===== src/rtl/kbc_pkg.sv =====
package kbc_pkg;

   typedef enum logic [2:0] {
      PW_NONE, PW_MODE, PW_OUTP, PW_KBUF, PW_ABUF, PW_AUXDEV
   } pw_e;

   typedef enum logic [1:0] {RS_CONST, RS_MODE, RS_OUTP} rsel_e;

   typedef struct packed {
      logic       arm;
      pw_e        pw;
      logic       reply_v;
      rsel_e      rsel;
      logic [7:0] reply_const;
      logic       selftest;
      logic       kdis_set;
      logic       kdis_clr;
      logic       adis_set;
      logic       adis_clr;
      logic       a20_set;
      logic       a20_clr;
      logic       rst_req;
   } cmd_t;

   localparam logic [7:0] C_RD_MODE  = 8'h20;
   localparam logic [7:0] C_WR_MODE  = 8'h60;
   localparam logic [7:0] C_AUX_OFF  = 8'hA7;
   localparam logic [7:0] C_AUX_ON   = 8'hA8;
   localparam logic [7:0] C_AUX_TEST = 8'hA9;
   localparam logic [7:0] C_SELFTEST = 8'hAA;
   localparam logic [7:0] C_KBD_TEST = 8'hAB;
   localparam logic [7:0] C_KBD_OFF  = 8'hAD;
   localparam logic [7:0] C_KBD_ON   = 8'hAE;
   localparam logic [7:0] C_RD_IN    = 8'hC0;
   localparam logic [7:0] C_RD_OUT   = 8'hD0;
   localparam logic [7:0] C_WR_OUT   = 8'hD1;
   localparam logic [7:0] C_WR_KBUF  = 8'hD2;
   localparam logic [7:0] C_WR_ABUF  = 8'hD3;
   localparam logic [7:0] C_WR_AUX   = 8'hD4;
   localparam logic [7:0] C_A20_OFF  = 8'hDD;
   localparam logic [7:0] C_A20_ON   = 8'hDF;

   localparam int M_KIRQ = 0;
   localparam int M_AIRQ = 1;
   localparam int M_KDIS = 4;
   localparam int M_ADIS = 5;
   localparam int M_XLAT = 6;

endpackage


===== src/rtl/kbc_cmd_decode.sv =====
module kbc_cmd_decode
   import kbc_pkg::*;
#(
   parameter logic [7:0] SELFTEST_BYTE = 8'h55,
   parameter logic [7:0] TEST_OK_BYTE  = 8'h00,
   parameter logic [7:0] INPORT_BYTE   = 8'h80
) (
   input  logic [7:0] cmd,
   output cmd_t       dec
);

   always_comb begin
      dec      = '0;
      dec.pw   = PW_NONE;
      dec.rsel = RS_CONST;
      if (cmd[7:4] == 4'hF) begin
         dec.rst_req = ~cmd[0];
      end else begin
         case (cmd)
            C_RD_MODE:  begin dec.reply_v = 1'b1; dec.rsel = RS_MODE; end
            C_RD_OUT:   begin dec.reply_v = 1'b1; dec.rsel = RS_OUTP; end
            C_RD_IN:    begin dec.reply_v = 1'b1; dec.reply_const = INPORT_BYTE; end
            C_AUX_TEST,
            C_KBD_TEST: begin dec.reply_v = 1'b1; dec.reply_const = TEST_OK_BYTE; end
            C_SELFTEST: begin
               dec.reply_v     = 1'b1;
               dec.reply_const = SELFTEST_BYTE;
               dec.selftest    = 1'b1;
            end
            C_WR_MODE:  begin dec.arm = 1'b1; dec.pw = PW_MODE;   end
            C_WR_OUT:   begin dec.arm = 1'b1; dec.pw = PW_OUTP;   end
            C_WR_KBUF:  begin dec.arm = 1'b1; dec.pw = PW_KBUF;   end
            C_WR_ABUF:  begin dec.arm = 1'b1; dec.pw = PW_ABUF;   end
            C_WR_AUX:   begin dec.arm = 1'b1; dec.pw = PW_AUXDEV; end
            C_AUX_OFF:  dec.adis_set = 1'b1;
            C_AUX_ON:   dec.adis_clr = 1'b1;
            C_KBD_OFF:  dec.kdis_set = 1'b1;
            C_KBD_ON:   dec.kdis_clr = 1'b1;
            C_A20_ON:   dec.a20_set  = 1'b1;
            C_A20_OFF:  dec.a20_clr  = 1'b1;
            default:    ;
         endcase
      end
   end

endmodule


===== src/rtl/kbc_obuf.sv =====
module kbc_obuf #(
   parameter int DW = 8
) (
   input  logic          clk,
   input  logic          rst_n,
   input  logic          ctl_ld,
   input  logic [DW-1:0] ctl_byte,
   input  logic          src_ld,
   input  logic [DW-1:0] src_byte,
   input  logic          pop,
   output logic          full,
   output logic [DW-1:0] byte_q
);

   logic room;
   assign room = ~full | pop;

   always_ff @(posedge clk) begin
      if (!rst_n) begin
         full   <= 1'b0;
         byte_q <= '0;
      end else if (ctl_ld) begin
         full   <= 1'b1;
         byte_q <= ctl_byte;
      end else if (src_ld && room) begin
         full   <= 1'b1;
         byte_q <= src_byte;
      end else if (pop) begin
         full   <= 1'b0;
      end
   end

endmodule


===== src/rtl/kbc_irq.sv =====
module kbc_irq (
   input  logic clk,
   input  logic rst_n,
   input  logic kbd_full,
   input  logic aux_full,
   input  logic kirq_en,
   input  logic airq_en,
   input  logic kbd_off,
   output logic kbd_irq,
   output logic aux_irq
);

   logic aux_alone;
   assign aux_alone = aux_full & ~kbd_full;

   always_ff @(posedge clk) begin
      if (!rst_n) begin
         kbd_irq <= 1'b0;
         aux_irq <= 1'b0;
      end else begin
         kbd_irq <= kbd_full & kirq_en & ~kbd_off;
         aux_irq <= aux_alone & airq_en;
      end
   end

endmodule


===== src/rtl/kbc_host_if.sv =====
module kbc_host_if
   import kbc_pkg::*;
#(
   parameter int         DW            = 8,
   parameter logic [7:0] MODE_RST      = 8'h03,
   parameter logic [7:0] OUTP_RST      = 8'hCF,
   parameter logic [7:0] SELFTEST_BYTE = 8'h55,
   parameter logic [7:0] TEST_OK_BYTE  = 8'h00,
   parameter logic [7:0] INPORT_BYTE   = 8'h80
) (
   input  logic          clk,
   input  logic          rst_n,
   input  logic          host_wr,
   input  logic          host_rd,
   input  logic          host_addr,
   input  logic [DW-1:0] host_wdata,
   output logic [DW-1:0] host_rdata,
   input  logic          kbd_rx_valid,
   input  logic [DW-1:0] kbd_rx_data,
   input  logic          aux_rx_valid,
   input  logic [DW-1:0] aux_rx_data,
   output logic          kbd_dev_wr,
   output logic [DW-1:0] kbd_dev_data,
   output logic          aux_dev_wr,
   output logic [DW-1:0] aux_dev_data,
   output logic          kbd_irq,
   output logic          aux_irq,
   output logic          a20_out,
   output logic          sys_reset,
   output logic          kbd_xlate
);

   localparam int NCH    = 2;
   localparam int CH_KBD = 0;
   localparam int CH_AUX = 1;

   if (DW != 8) begin : g_bad_width
      $error("kbc_host_if: DW must be 8");
   end
   if (OUTP_RST[0] != 1'b1) begin : g_bad_outp
      $error("kbc_host_if: OUTP_RST bit 0 must be 1");
   end

   cmd_t dec;
   logic cmd_wr, dat_wr, dat_rd, any_full, aux_alone;
   logic [DW-1:0] mode_q, status_byte, outp_view, reply;
   logic [1:0] op_hi_q;
   logic [3:0] op_lo_q;
   logic selftest_q, cmd_flag_q, sys_reset_q;
   pw_e pw_q;

   logic [NCH-1:0] ctl_ld, src_ld, pop, full;
   logic [DW-1:0]  ctl_b [NCH];
   logic [DW-1:0]  src_b [NCH];
   logic [DW-1:0]  buf_q [NCH];

   kbc_cmd_decode #(
      .SELFTEST_BYTE (SELFTEST_BYTE),
      .TEST_OK_BYTE  (TEST_OK_BYTE),
      .INPORT_BYTE   (INPORT_BYTE)
   ) u_dec (
      .cmd (host_wdata),
      .dec (dec)
   );

   for (genvar ch = 0; ch < NCH; ch++) begin : g_obuf
      kbc_obuf #(.DW(DW)) u_obuf (
         .clk      (clk),
         .rst_n    (rst_n),
         .ctl_ld   (ctl_ld[ch]),
         .ctl_byte (ctl_b[ch]),
         .src_ld   (src_ld[ch]),
         .src_byte (src_b[ch]),
         .pop      (pop[ch]),
         .full     (full[ch]),
         .byte_q   (buf_q[ch])
      );
   end

   always_comb begin
      cmd_wr    = host_wr & host_addr;
      dat_wr    = host_wr & ~host_addr;
      dat_rd    = host_rd & ~host_addr;
      any_full  = |full;
      aux_alone = full[CH_AUX] & ~full[CH_KBD];

      status_byte = {2'b00, aux_alone, 1'b1, cmd_flag_q, selftest_q, 1'b0, any_full};
      outp_view   = {op_hi_q, aux_alone, any_full, op_lo_q};

      case (dec.rsel)
         RS_MODE: reply = mode_q;
         RS_OUTP: reply = outp_view;
         default: reply = dec.reply_const;
      endcase

      ctl_ld[CH_KBD] = (cmd_wr & dec.reply_v) | (dat_wr & (pw_q == PW_KBUF));
      ctl_b[CH_KBD]  = cmd_wr ? reply : host_wdata;
      ctl_ld[CH_AUX] = dat_wr & (pw_q == PW_ABUF);
      ctl_b[CH_AUX]  = host_wdata;

      src_ld[CH_KBD] = kbd_rx_valid;
      src_b[CH_KBD]  = kbd_rx_data;
      src_ld[CH_AUX] = aux_rx_valid;
      src_b[CH_AUX]  = aux_rx_data;

      pop[CH_AUX] = dat_rd & aux_alone;
      pop[CH_KBD] = dat_rd & ~aux_alone;

      host_rdata = host_addr ? status_byte
                 : (aux_alone ? buf_q[CH_AUX] : buf_q[CH_KBD]);
   end

   always_ff @(posedge clk) begin
      if (!rst_n) begin
         mode_q       <= MODE_RST;
         op_hi_q      <= OUTP_RST[7:6];
         op_lo_q      <= OUTP_RST[3:0];
         selftest_q   <= 1'b0;
         cmd_flag_q   <= 1'b1;
         pw_q         <= PW_NONE;
         sys_reset_q  <= 1'b0;
         kbd_dev_wr   <= 1'b0;
         kbd_dev_data <= '0;
         aux_dev_wr   <= 1'b0;
         aux_dev_data <= '0;
      end else begin
         sys_reset_q <= 1'b0;
         kbd_dev_wr  <= 1'b0;
         aux_dev_wr  <= 1'b0;
         if (cmd_wr) begin
            cmd_flag_q <= 1'b1;
            if (dec.arm)      pw_q       <= dec.pw;
            if (dec.selftest) selftest_q <= 1'b1;
            if (dec.kdis_set) mode_q[M_KDIS] <= 1'b1;
            if (dec.kdis_clr) mode_q[M_KDIS] <= 1'b0;
            if (dec.adis_set) mode_q[M_ADIS] <= 1'b1;
            if (dec.adis_clr) mode_q[M_ADIS] <= 1'b0;
            if (dec.a20_set)  op_lo_q[1] <= 1'b1;
            if (dec.a20_clr)  op_lo_q[1] <= 1'b0;
            sys_reset_q <= dec.rst_req;
         end
         if (dat_wr) begin
            cmd_flag_q <= 1'b0;
            pw_q       <= PW_NONE;
            case (pw_q)
               PW_NONE: begin
                  kbd_dev_wr   <= 1'b1;
                  kbd_dev_data <= host_wdata;
               end
               PW_MODE: mode_q <= host_wdata;
               PW_OUTP: begin
                  op_hi_q     <= host_wdata[7:6];
                  op_lo_q     <= host_wdata[3:0];
                  sys_reset_q <= ~host_wdata[0];
               end
               PW_AUXDEV: begin
                  aux_dev_wr   <= 1'b1;
                  aux_dev_data <= host_wdata;
               end
               default: ;
            endcase
         end
      end
   end

   kbc_irq u_irq (
      .clk      (clk),
      .rst_n    (rst_n),
      .kbd_full (full[CH_KBD]),
      .aux_full (full[CH_AUX]),
      .kirq_en  (mode_q[M_KIRQ]),
      .airq_en  (mode_q[M_AIRQ]),
      .kbd_off  (mode_q[M_KDIS]),
      .kbd_irq  (kbd_irq),
      .aux_irq  (aux_irq)
   );

   assign a20_out   = op_lo_q[1];
   assign sys_reset = sys_reset_q;
   assign kbd_xlate = mode_q[M_XLAT];

endmodule


===== config.mk =====
export PLATFORM = sky130hd
export DESIGN_NAME = kbc_host_if
export DESIGN_NICKNAME = d
export VERILOG_FILES = /design/src/rtl/kbc_pkg.sv /design/src/rtl/kbc_cmd_decode.sv /design/src/rtl/kbc_obuf.sv /design/src/rtl/kbc_irq.sv /design/src/rtl/kbc_host_if.sv
export SDC_FILE = /design/constraint.sdc
export NUM_CORES = 1
export LEC_CHECK = 0
export CORE_MARGIN = 5
export CORE_UTILIZATION = 45
export CTS_CLUSTER_SIZE = 12
export DETAILED_ROUTE_END_ITERATION = 12
export GPL_ROUTABILITY_DRIVEN = 1
export MAX_ROUTING_LAYER = met4
export PLACE_DENSITY = 0.8
export SLEW_MARGIN = 20
export SYNTH_ARGS = -nofsm -noshare
export SYNTH_HDL_FRONTEND = slang
export SYNTH_SLANG_ARGS = --single-unit

===== constraint.sdc =====
create_clock -name clk -period 2.7 [get_ports clk]
set_input_delay 0.405 -clock clk [delete_from_list [all_inputs] [get_ports clk]]
set_output_delay 0.405 -clock clk [all_outputs]
set_load 0.05 [all_outputs]

Word-level counts from Yosys, hierarchy flattened. Index checks and enable logic that the tools add are counted.

Bits in registers: 58. Bits of input ports: 31. Word-level logic and storage cells: 130.

Bitwise gates (word level): 22. Multiplexer cells: 46. Reductions and logical operators: 18. Eq/ne operators: 25.

Operators with widths (count): $eq A8 B8 Y1 const B (15); $mux W8 (7); $pmux W8 S2 (2); $mux W1 (29); $mux W22 (1); $pmux W4 S5 (1); $reduce_and A2 Y1 (7); $and A1 B1 Y1 (12); $mux W6 (2); $eq A8 B6 Y1 const B (1); $eq A8 B7 Y1 const B (1); $not A1 Y1 (7); $eq A3 B2 Y1 const B (2); $eq A3 B3 Y1 const B (2); $mux W2 (3); $reduce_bool A2 Y1 (3); $reduce_bool A3 Y1 (2); $reduce_or A6 Y1 (1); $eq A4 B4 Y1 const B (1); $pmux W2 S2 (1); $reduce_or A2 Y1 (2); $eq A3 B1 Y1 const B (1); $logic_not A3 Y1 (1); $or A1 B1 Y1 (3); 3 further kinds (4).

Longest topological paths before layout. Gate-level depths: netlist (run 1).

Depth after elaboration: 9. Depth in mapped cells: 10. Depth with buffers taken out: 8.

By module. From an unflattened synthesis (run 1), not the netlist that was laid out.

Cell total of the unflattened synthesis: 408. Area, all modules: 3368.2 µm².

By module, submodules not included: kbc_host_if (cells each 260, instances 1, area an instance 2044.5 µm², seq. area each 760.7 µm²); kbc_obuf (cells each 47, instances 2, area an instance 467.9 µm², seq. area each 180.2 µm²); kbc_cmd_decode (cells each 50, instances 1, area an instance 327.8 µm², seq. area each 0.0 µm²); kbc_irq (cells each 4, instances 1, area an instance 60.1 µm², seq. area each 40.0 µm²).

Least setup slack after synthesis (run 1). No wires, ideal clock.

Path type: input port to flip-flop. From: input port host_wdata[2]. To: register g_obuf[0].u_obuf.byte_q[0]. Data arrival time: 2.441 ns. Required time: 2.614 ns. Setup time: 0.086 ns. Path buffers: 2. Cell stages on the path: 8. Path slack: 0.174 ns. Path through: buf_6 -> or4_4 -> or2_2 -> ha_1 -> buf_1 -> nor4b_4 -> a2111oi_1 -> a211oi_1.

Word-level cells in the longest chain between the ends: 7. Elaborated cells between the ends (all ways): 19.

RTL lines: from (decl) (RTL line kbc_host_if.sv:16) `input logic [DW-1:0] host_wdata,`; $eq A8 B8 Y1 or $eq A8 B6 Y1 (tied branches) (RTL line kbc_cmd_decode.sv:19) `case (cmd)`; $pmux W2 S2 or $reduce_or A6 Y1 (tied branches); $mux W22 (*) (RTL line kbc_cmd_decode.sv:16) `if (cmd[7:4] == 4'hF) begin`; $eq A2 B2 Y1 (tied with other cells) (RTL line kbc_host_if.sv:90) `case (dec.rsel)`; $pmux W8 S2 or $and A1 B1 Y1 (tied branches) (RTL line kbc_host_if.sv:90, kbc_host_if.sv:96); $mux W8 or $or A1 B1 Y1 (tied branches) (RTL line kbc_host_if.sv:97, kbc_host_if.sv:96); $mux W8 or $reduce_bool A2 Y1 (tied branches); to (signal assigned) (RTL line kbc_obuf.sv:24) `byte_q <= ctl_byte;`; to (signal assigned) (RTL line kbc_obuf.sv:27) `byte_q <= src_byte;`; to (decl) (RTL line kbc_obuf.sv:12) `output logic [DW-1:0] byte_q`.

Every way passes the cells marked *; elsewhere a longest branch is shown, timed or not. A chain may end at the register's enable or synchronous reset.

Final worst setup path (run 1).
From: input port host_wdata[0]. To: register g_obuf[0].u_obuf.byte_q[2].

The elaborated chain is that of the path after synthesis.

==> flow_summary.json, run 1 <==
{
  "cp-end-kind": "register",
  "drt_iter0_drc": 202,
  "synth_edf_count": 0,
  "hold_viol": 0,
  "gp_congestion": 0.891,
  "use_met3": 0.0617,
  "ys_seq_elements": 58,
  "numCtsBuffers": 9,
  "max_cap_violations": 0,
  "worstPathRequired_ns": 2.95,
  "final_nets": 431,
  "netlist_area_um2": 2930,
  "hp-start": "mode_q[4]$_SDFF_PN0_",
  "ys.warnings.count": 0,
  "r2r_end": "g_obuf[0].u_obuf.byte_q[2]$_SDFFE_PN0P_",
  "vias": 2688,
  "port-buffer-count": 61,
  "r2r_cells": 5,
  "fillCellCount": 532,
  "ir_drop_mv": 0.512,
  "cp.arrival_ns": 2.81,
  "ys_seq_area_frac": 0.396,
  "multi_input_area_um2": 1610,
  "n_antenna_cell": 0,
  "cts.sinks": 58,
  "worstHoldPathCells": 1,
  "routed_wl_um": 8050,
  "tritoncts": "built",
  "start_util": 0.462,
  "worst_path_largest_cell_delay_ns": 0.56,
  "die_h_um": 90.7,
  "fin_skew_ns": 0.00513,
  "synth_flop_cell": "dfxtp_1",
  "synthDistinctLibCells": 55,
  "p_leak_uw": 0.00158,
  "fin_crit_ns": 2.55,
  "clock_latency_ns": 0.34,
  "cts_max_level": 3,
  "grt_pass1_vias": 2754,
  "outcome": "finished, final reports clean",
  "grt_max_degree": 23,
  "worstSetupPathType": "in -> reg",
  "maxSlewViolCount": 0,
  "whs_ns": 0.457,
  "cp_slowest_cell": "or4_4",
  "antenna_left": 0,
  "syn_nets": 360,
  "rsz0062_at_grt": "no",
  "core_area_um2": 6350,
  "drtPass1Iterations": 5,
  "r2r_start": "pw_q[2]$_SDFFE_PP0P_",
  "vias_per_cell": 5.61,
  "max-slew-margin-rel": 0.492,
  "avgSynthCellArea_um2": 8.97,
  "grt.total_usage": 0.210,
  "drc": 0,
  "syn2layout_area_growth_pct": 35.9,
  "path_cells": "clkdlybuf4s50_1, or4_4, or2_2, ha_2, nor4b_4, a2111oi_1, a211oi_1",
  "ys_async_sr_fraction": 0,
  "postSynthCellCount": 327,
  "die_w_um": 90.7,
  "top_usage_layer": "met2",
  "clk_pin_slew_ns": 0.06,
  "crit_fanout": 7,
  "top_level_ports": 62,
  "power-per-cell-area_nw_per_um2": 505,
  "rows": 29,
  "hp-class": "reg -> reg",
  "tightest_slew_ns": 0.761,
  "grt_use_met1": 0.260,
  "grtUsageMet2": 0.315,
  "r2r_setup_slack_ns": 0.79,
  "final.period_utilization": 0.946,
  "grt_pass1_wl_um": 13600,
  "hold_end": "u_irq.kbd_irq$_SDFF_PN0_",
  "cp.buffers_inverters": 1,
  "cts_buffer_depth": 2,
  "avgRoutedWirePerCell_um": 16.8,
  "dieArea_um2": 8230,
  "grt_overflow": 0,
  "antenna_found_initial": 0,
  "drive_above_1_share": 0.174,
  "crit_family": "simple AND/OR/NAND/NOR gates",
  "setup_viol": 0,
  "setup.worst_path.start_class": "input port",
  "fmax_mhz": 392,
  "register_area_um2": 1160,
  "clockRootBuffer": "clkbuf_8",
  "power_uw": 2010,
  "dp_hpwl_um": 5880
}
## cell usage in the layout, fill, tap and decap left out, types with 3 or more instances in the layout
| cell type | n |
|---|---|
| nand2b_1 | 4 |
| inv_1 | 9 |
| buf_12 | 7 |
| buf_4 | 29 |
| a22o_1 | 3 |
| or4_1 | 3 |
| a2111oi_1 | 4 |
| nor2_1 | 37 |
| a22oi_1 | 3 |
| dfxtp_1 | 58 |
| a221oi_1 | 4 |
| a21oi_1 | 13 |
| nor3_2 | 3 |
| a211oi_1 | 18 |
| clkdlybuf4s50_1 | 53 |
| nand3_1 | 4 |
| nand2_1 | 24 |
| mux2i_1 | 43 |
| nand3b_1 | 5 |
| nor3_1 | 10 |
| o21ai_0 | 10 |
| clkbuf_8 | 13 |
| or3b_2 | 3 |
## cell usage after synthesis, drive strengths merged, types with 4 or more instances
cell type	number	share of area
nor3	13	0.026
buf	10	0.020
nor2	37	0.047
nand3b	5	0.013
nand3	4	0.0068
nand2b	4	0.0085
or4	5	0.015
inv	9	0.012
a221oi	4	0.012
a2111oi	4	0.014
clkbuf	19	0.024
a211oi	20	0.055
mux2i	43	0.15
a21oi	13	0.022
nand2	25	0.033
o21ai	11	0.019
dfxtp	58	0.40
## stage by stage
stage	setup TNS (ns)	instance area [um2]	instances	setup slack [ns]	util
after global routing	0	3980	479	0.00505	0.627
after detailed placement	-1.24	3790	464	-0.240	0.596
after floorplan	0	2930	327	0.174	-
after CTS	0	3980	479	0.116	0.626
final	0	3980	479	0.146	0.627
after global placement	-0.703	3790	464	-0.129	0.596
## state kept, by name, summed over array words and instances (netlist names), 2 cells and up
signal and cells:
pw_q 3, op_lo_q 4, op_hi_q 2, kbd_dev_data 8
g_obuf.u_obuf.full 2, mode_q 8, g_obuf.u_obuf.byte_q 16, aux_dev_data 8
## repair_timing
item | 4_1_cts | 5_1_grt
gates resized for setup | 0 | 2
setup endpoints to repair | 0 | 2
hold buffers | 0 | 0
buffers inserted | 0 | 0
## cell type report
type / instances / share of cell area
multi-input combinational: 230 / 0.405
timing repair buffer: 89 / 0.223
inverter: 10 / 0.00942
sequential: 58 / 0.291
tap: 77 / 0.0242
clock buffer: 13 / 0.0449
clock inverter: 2 / 0.00251
## per-layer routing
metal	share of wire	wire length (um)	vias to the layer above
li1	-	-	1334
met1	0.45	3660	1245
met2	0.46	3670	91
met3	0.069	559	18
met4	0.021	170	0
met5	0	0	-
## report_power, final
| part | total (uW) | switching, uW | internal, uW |
|---|---|---|---|
| registers | 906 | 19.5 | 886 |
| logic | 356 | 198 | 158 |
| clock network | 749 | 324 | 425 |
| total | 2010 | 542 | 1470 |
## logic make-up (layout without fill, tap and decap cells)
logic type | Yosys count | in the layout | synth area share
buffers and inverters | 39 | 114 | 0.0568
AO/OA/AOI/OAI | 73 | 73 | 0.181
multiplexers | 45 | 45 | 0.155
AND/OR/NAND/NOR | 109 | 109 | 0.200
flip-flops | 58 | 58 | 0.396
adder cells (fa/ha/maj) | 2 | 2 | 0.00853
XOR/XNOR | 1 | 1 | 0.00299
## worst max path at each step
stage	from	to	slack [ns]	depth (start not counted)
floorplan	host_wdata[2]	g_obuf[0].u_obuf.byte_q[0]$_SDFFE_PN0P_	0.17	8
global placement	host_wdata[0]	g_obuf[0].u_obuf.byte_q[6]$_SDFFE_PN0P_	-0.13	7
detailed placement	host_wdata[0]	g_obuf[0].u_obuf.byte_q[6]$_SDFFE_PN0P_	-0.24	7
CTS	host_wdata[0]	g_obuf[0].u_obuf.byte_q[6]$_SDFFE_PN0P_	0.12	7
global route	host_wdata[0]	g_obuf[0].u_obuf.byte_q[6]$_SDFFE_PN0P_	0.005	9
finish	host_wdata[0]	g_obuf[0].u_obuf.byte_q[2]$_SDFFE_PN0P_	0.15	7
Power figures use the tool's default switching activity.
==> run 2, diff against run 1 <==
--- a/config.mk
+++ b/config.mk
@@ -9,7 +9,7 @@
 export CORE_UTILIZATION = 45
 export CTS_CLUSTER_SIZE = 12
 export DETAILED_ROUTE_END_ITERATION = 12
-export GPL_ROUTABILITY_DRIVEN = 1
+export GPL_ROUTABILITY_DRIVEN = 0
 export MAX_ROUTING_LAYER = met4
 export PLACE_DENSITY = 0.8
 export SLEW_MARGIN = 20
==> results of run 2 <==
Same layout as run 1: the final DEF is identical, and so are final timing and power.
==> run 3, diff against run 2 <==
--- a/config.mk
+++ b/config.mk
@@ -11,8 +11,9 @@
 export DETAILED_ROUTE_END_ITERATION = 12
 export GPL_ROUTABILITY_DRIVEN = 0
 export MAX_ROUTING_LAYER = met4
-export PLACE_DENSITY = 0.8
+export PLACE_DENSITY = 0.78
 export SLEW_MARGIN = 20
 export SYNTH_ARGS = -nofsm -noshare
 export SYNTH_HDL_FRONTEND = slang
+export SYNTH_HIERARCHICAL = 1
 export SYNTH_SLANG_ARGS = --single-unit
==> run 3 against run 2 <==
Setup slack improved by 0.093 ns. Critical path depth increased by 5. Clock power increased by 21%. Design area increased by 11%. Synthesized area increased by 15%. Synthesized cell count increased by 25%. Largest cell class unchanged. Clock skew increased by 0.0026 ns. Sequential power about the same. Highest routed layer unchanged. Sequential cell count unchanged. Wire length increased by 22%. Final cell count increased by 20%.
==> flow_summary.json, run 3 <==
{
  "outcome": "finished, final reports clean",
  "top_usage_layer": "met2",
  "synth_common_cells": "dfxtp_1, nand3_1, nand2_1",
  "grt_pass1_wl_um": 15600,
  "power-per-cell-area_nw_per_um2": 500,
  "place_area_um2": 4200,
  "worstPathRequired_ns": 2.93,
  "grt_max_degree": 32,
  "hp-start": "rst_n",
  "antenna_found_initial": 0,
  "worstHoldPathCells": 2,
  "core_area_um2": 7250,
  "n_antenna_cell": 0,
  "max_cap_violations": 0,
  "rsz0062_at_grt": "no",
  "vias_per_cell": 5.68,
  "dp.cells": 560,
  "p_leak_uw": 0.00162,
  "setup_viol": 0,
  "routed_wl_um": 9860,
  "tritoncts": "built",
  "rows": 31,
  "r2r_setup_slack_ns": 0.98,
  "vias": 3271,
  "yosys.area.top_type": "dfxtp_1",
  "antenna_left": 0,
  "numCtsBuffers": 9,
  "post-cts-setup-buffers": 0,
  "dieArea_um2": 9320,
  "drt_iter0_drc": 255,
  "synth_top_area_share": 0.345,
  "clk_pin_slew_ns": 0.07,
  "r2r_start": "g_obuf[1].u_obuf/full$_SDFFE_PN0P_",
  "syn2layout_area_growth_pct": 31.3,
  "hold_viol": 0,
  "port-buffer-count": 61,
  "fin_skew_ns": 0.00768,
  "final_cell_mix": "dfxtp_1, clkdlybuf4s50_1, nand3_1",
  "instances_no_fill": 576,
  "synth_edf_count": 0,
  "ys.warnings.count": 6,
  "top_level_ports": 62,
  "tightest_slew_ns": 0.542,
  "r2r_cells": 7,
  "setup.worst_path.start_class": "input port",
  "avgRoutedWirePerCell_um": 17.1,
  "postLayoutCellArea_um2": 4420,
  "cp-end-kind": "register",
  "largest_register_ff_count": 16,
  "grtUsageMet2": 0.340,
  "fin_crit_ns": 2.46,
  "crit_fanout": 15,
  "final.period_utilization": 0.911,
  "worstSetupPathType": "in -> reg",
  "clockRootBuffer": "clkbuf_8",
  "die_w_um": 96.5,
  "largest_register": "g_obuf.u_obuf/byte_q",
  "synth_area_leaders": "dfxtp_1, nand3_1, o21ai_0, mux2i_1, nand2_1",
  "start_util": 0.464,
  "final_nets": 505,
  "avgSynthCellArea_um2": 8.26,
  "max-slew-margin-rel": 0.638,
  "grt_use_met1": 0.299,
  "ys_async_sr_fraction": 0,
  "clock_latency_ns": 0.35,
  "drive_above_1_share": 0.138,
  "hp-class": "in -> reg",
  "final_common_cell": "dfxtp_1",
  "grt_overflow": 0,
  "r2r_end": "g_obuf[0].u_obuf/byte_q[5]$_SDFFE_PN0P_",
  "fmax_mhz": 406,
  "ir_drop_mv": 0.346,
  "cts_max_level": 3,
  "drtPass1Iterations": 5,
  "maxSlewViolCount": 0,
  "hold_end": "op_hi_q[0]$_SDFFE_PN1P_",
  "use_met3": 0.0349,
  "synth_flop_cell": "dfxtp_1",
  "ys_seq_elements": 58,
  "cp.arrival_ns": 2.69,
  "cts_resized": 0,
  "ys_seq_area_frac": 0.345,
  "dp_hpwl_um": 6760,
  "die_h_um": 96.5,
  "grt.total_usage": 0.226,
  "synthDistinctLibCells": 55,
  "grt_pass1_vias": 3169,
  "hold_buffers": 0,
  "drc": 0,
  "netlist_area_um2": 3370,
  "cts.sinks": 58,
  "postSynthCellCount": 408,
  "cts_buffer_depth": 2,
  "yosysMostFrequentCell": "dfxtp_1"
}
-- run 3: cell types whose count changed after synthesis, moves of 14 or more --
| cell | before | now |
|---|---|---|
| mux2i_1 | 43 | 18 |
| nand2_1 | 24 | 39 |
| a21boi_0 | 1 | 17 |
| nor2_1 | 37 | 15 |
| or2b_1 | 0 | 14 |
| o211ai_1 | 2 | 16 |
| o21ai_0 | 10 | 38 |
| nand3_1 | 4 | 40 |
| a211oi_1 | 18 | 1 |
-- run 3: logic make-up (layout without fill, tap and decap cells) --
family	count (synthesis)	count (layout)	share of synthesized area
xor+xnor	3	3	0.00780
flops	58	58	0.345
other cells	1	3	0.00111
compound gates	119	119	0.238
buf+inv	45	112	0.0736
fa+ha+maj	2	2	0.00743
simple gates	162	162	0.274
mux	18	18	0.0535
-- run 3: worst max path at each step --
| stage | cells past startpoint | end | slack (ns) | startpoint |
|---|---|---|---|---|
| after floorplan | 13 | g_obuf[0].u_obuf/byte_q[5]$_SDFFE_PN0P_ | 0.31 | host_wdata[1] |
| final | 12 | g_obuf[0].u_obuf/byte_q[5]$_SDFFE_PN0P_ | 0.24 | host_wdata[5] |
| after global routing | 12 | g_obuf[0].u_obuf/byte_q[4]$_SDFFE_PN0P_ | 0.05 | host_wdata[7] |
| after global placement | 11 | g_obuf[0].u_obuf/byte_q[7]$_SDFFE_PN0P_ | -0.16 | host_wdata[5] |
| after detailed placement | 12 | g_obuf[0].u_obuf/byte_q[5]$_SDFFE_PN0P_ | -0.27 | host_wdata[5] |
| after CTS | 12 | g_obuf[0].u_obuf/byte_q[5]$_SDFFE_PN0P_ | 0.1 | host_wdata[5] |
-- run 3: final cells by class --
type / count / area (um2)
timing repair buffer: 88 / 913
clock inverter: 5 / 77.6
inverter: 8 / 30.0
clock buffer: 11 / 141
multi-input combinational: 307 / 1970
tap: 99 / 124
sequential: 58 / 1160
fill: 635 / 2830
-- run 3: power by group --
| part | switching (uW) | internal, uW |
|---|---|---|
| sequential | 18.8 | 885 |
| combinational | 223 | 179 |
| clock | 365 | 542 |
-- run 3: through the flow --
| stage | setup slack (ns) | hold slack, ns | setup TNS [ns] | util | total power, uW |
|---|---|---|---|---|---|
| 3_3_place_gp | -0.160 | 0.446 | -1.10 | 0.578 | 1310 |
| 3_5_place_dp | -0.266 | 0.457 | -1.80 | 0.578 | 1320 |
| 2_1_floorplan | 0.309 | 0.438 | 0 | - | 1140 |
| 6_report | 0.239 | 0.422 | 0 | 0.610 | 2210 |
| 4_1_cts | 0.0953 | 0.398 | 0 | 0.609 | 2220 |
| 5_1_grt | 0.0468 | 0.425 | 0 | 0.610 | 2290 |
-- run 3: worst max-delay path, stage by stage --
cell and delay [ns]:
clkdlybuf4s50_1 0.48, nor3b_2 0.26, nand2b_1 0.11, nor2_1 0.16, inv_1 0.07, ha_2 0.46, inv_1 0.09, o21ai_0 0.15
o21ai_0 0.08, or2b_1 0.22, o211ai_1 0.09, mux2i_1 0.11
-- run 3: metal layers --
metal | vias to the layer above | routed length, um
met2 | 146 | 4430
li1 | 1586 | -
met5 | - | 0
met1 | 1518 | 4490
met3 | 21 | 736
met4 | 0 | 202
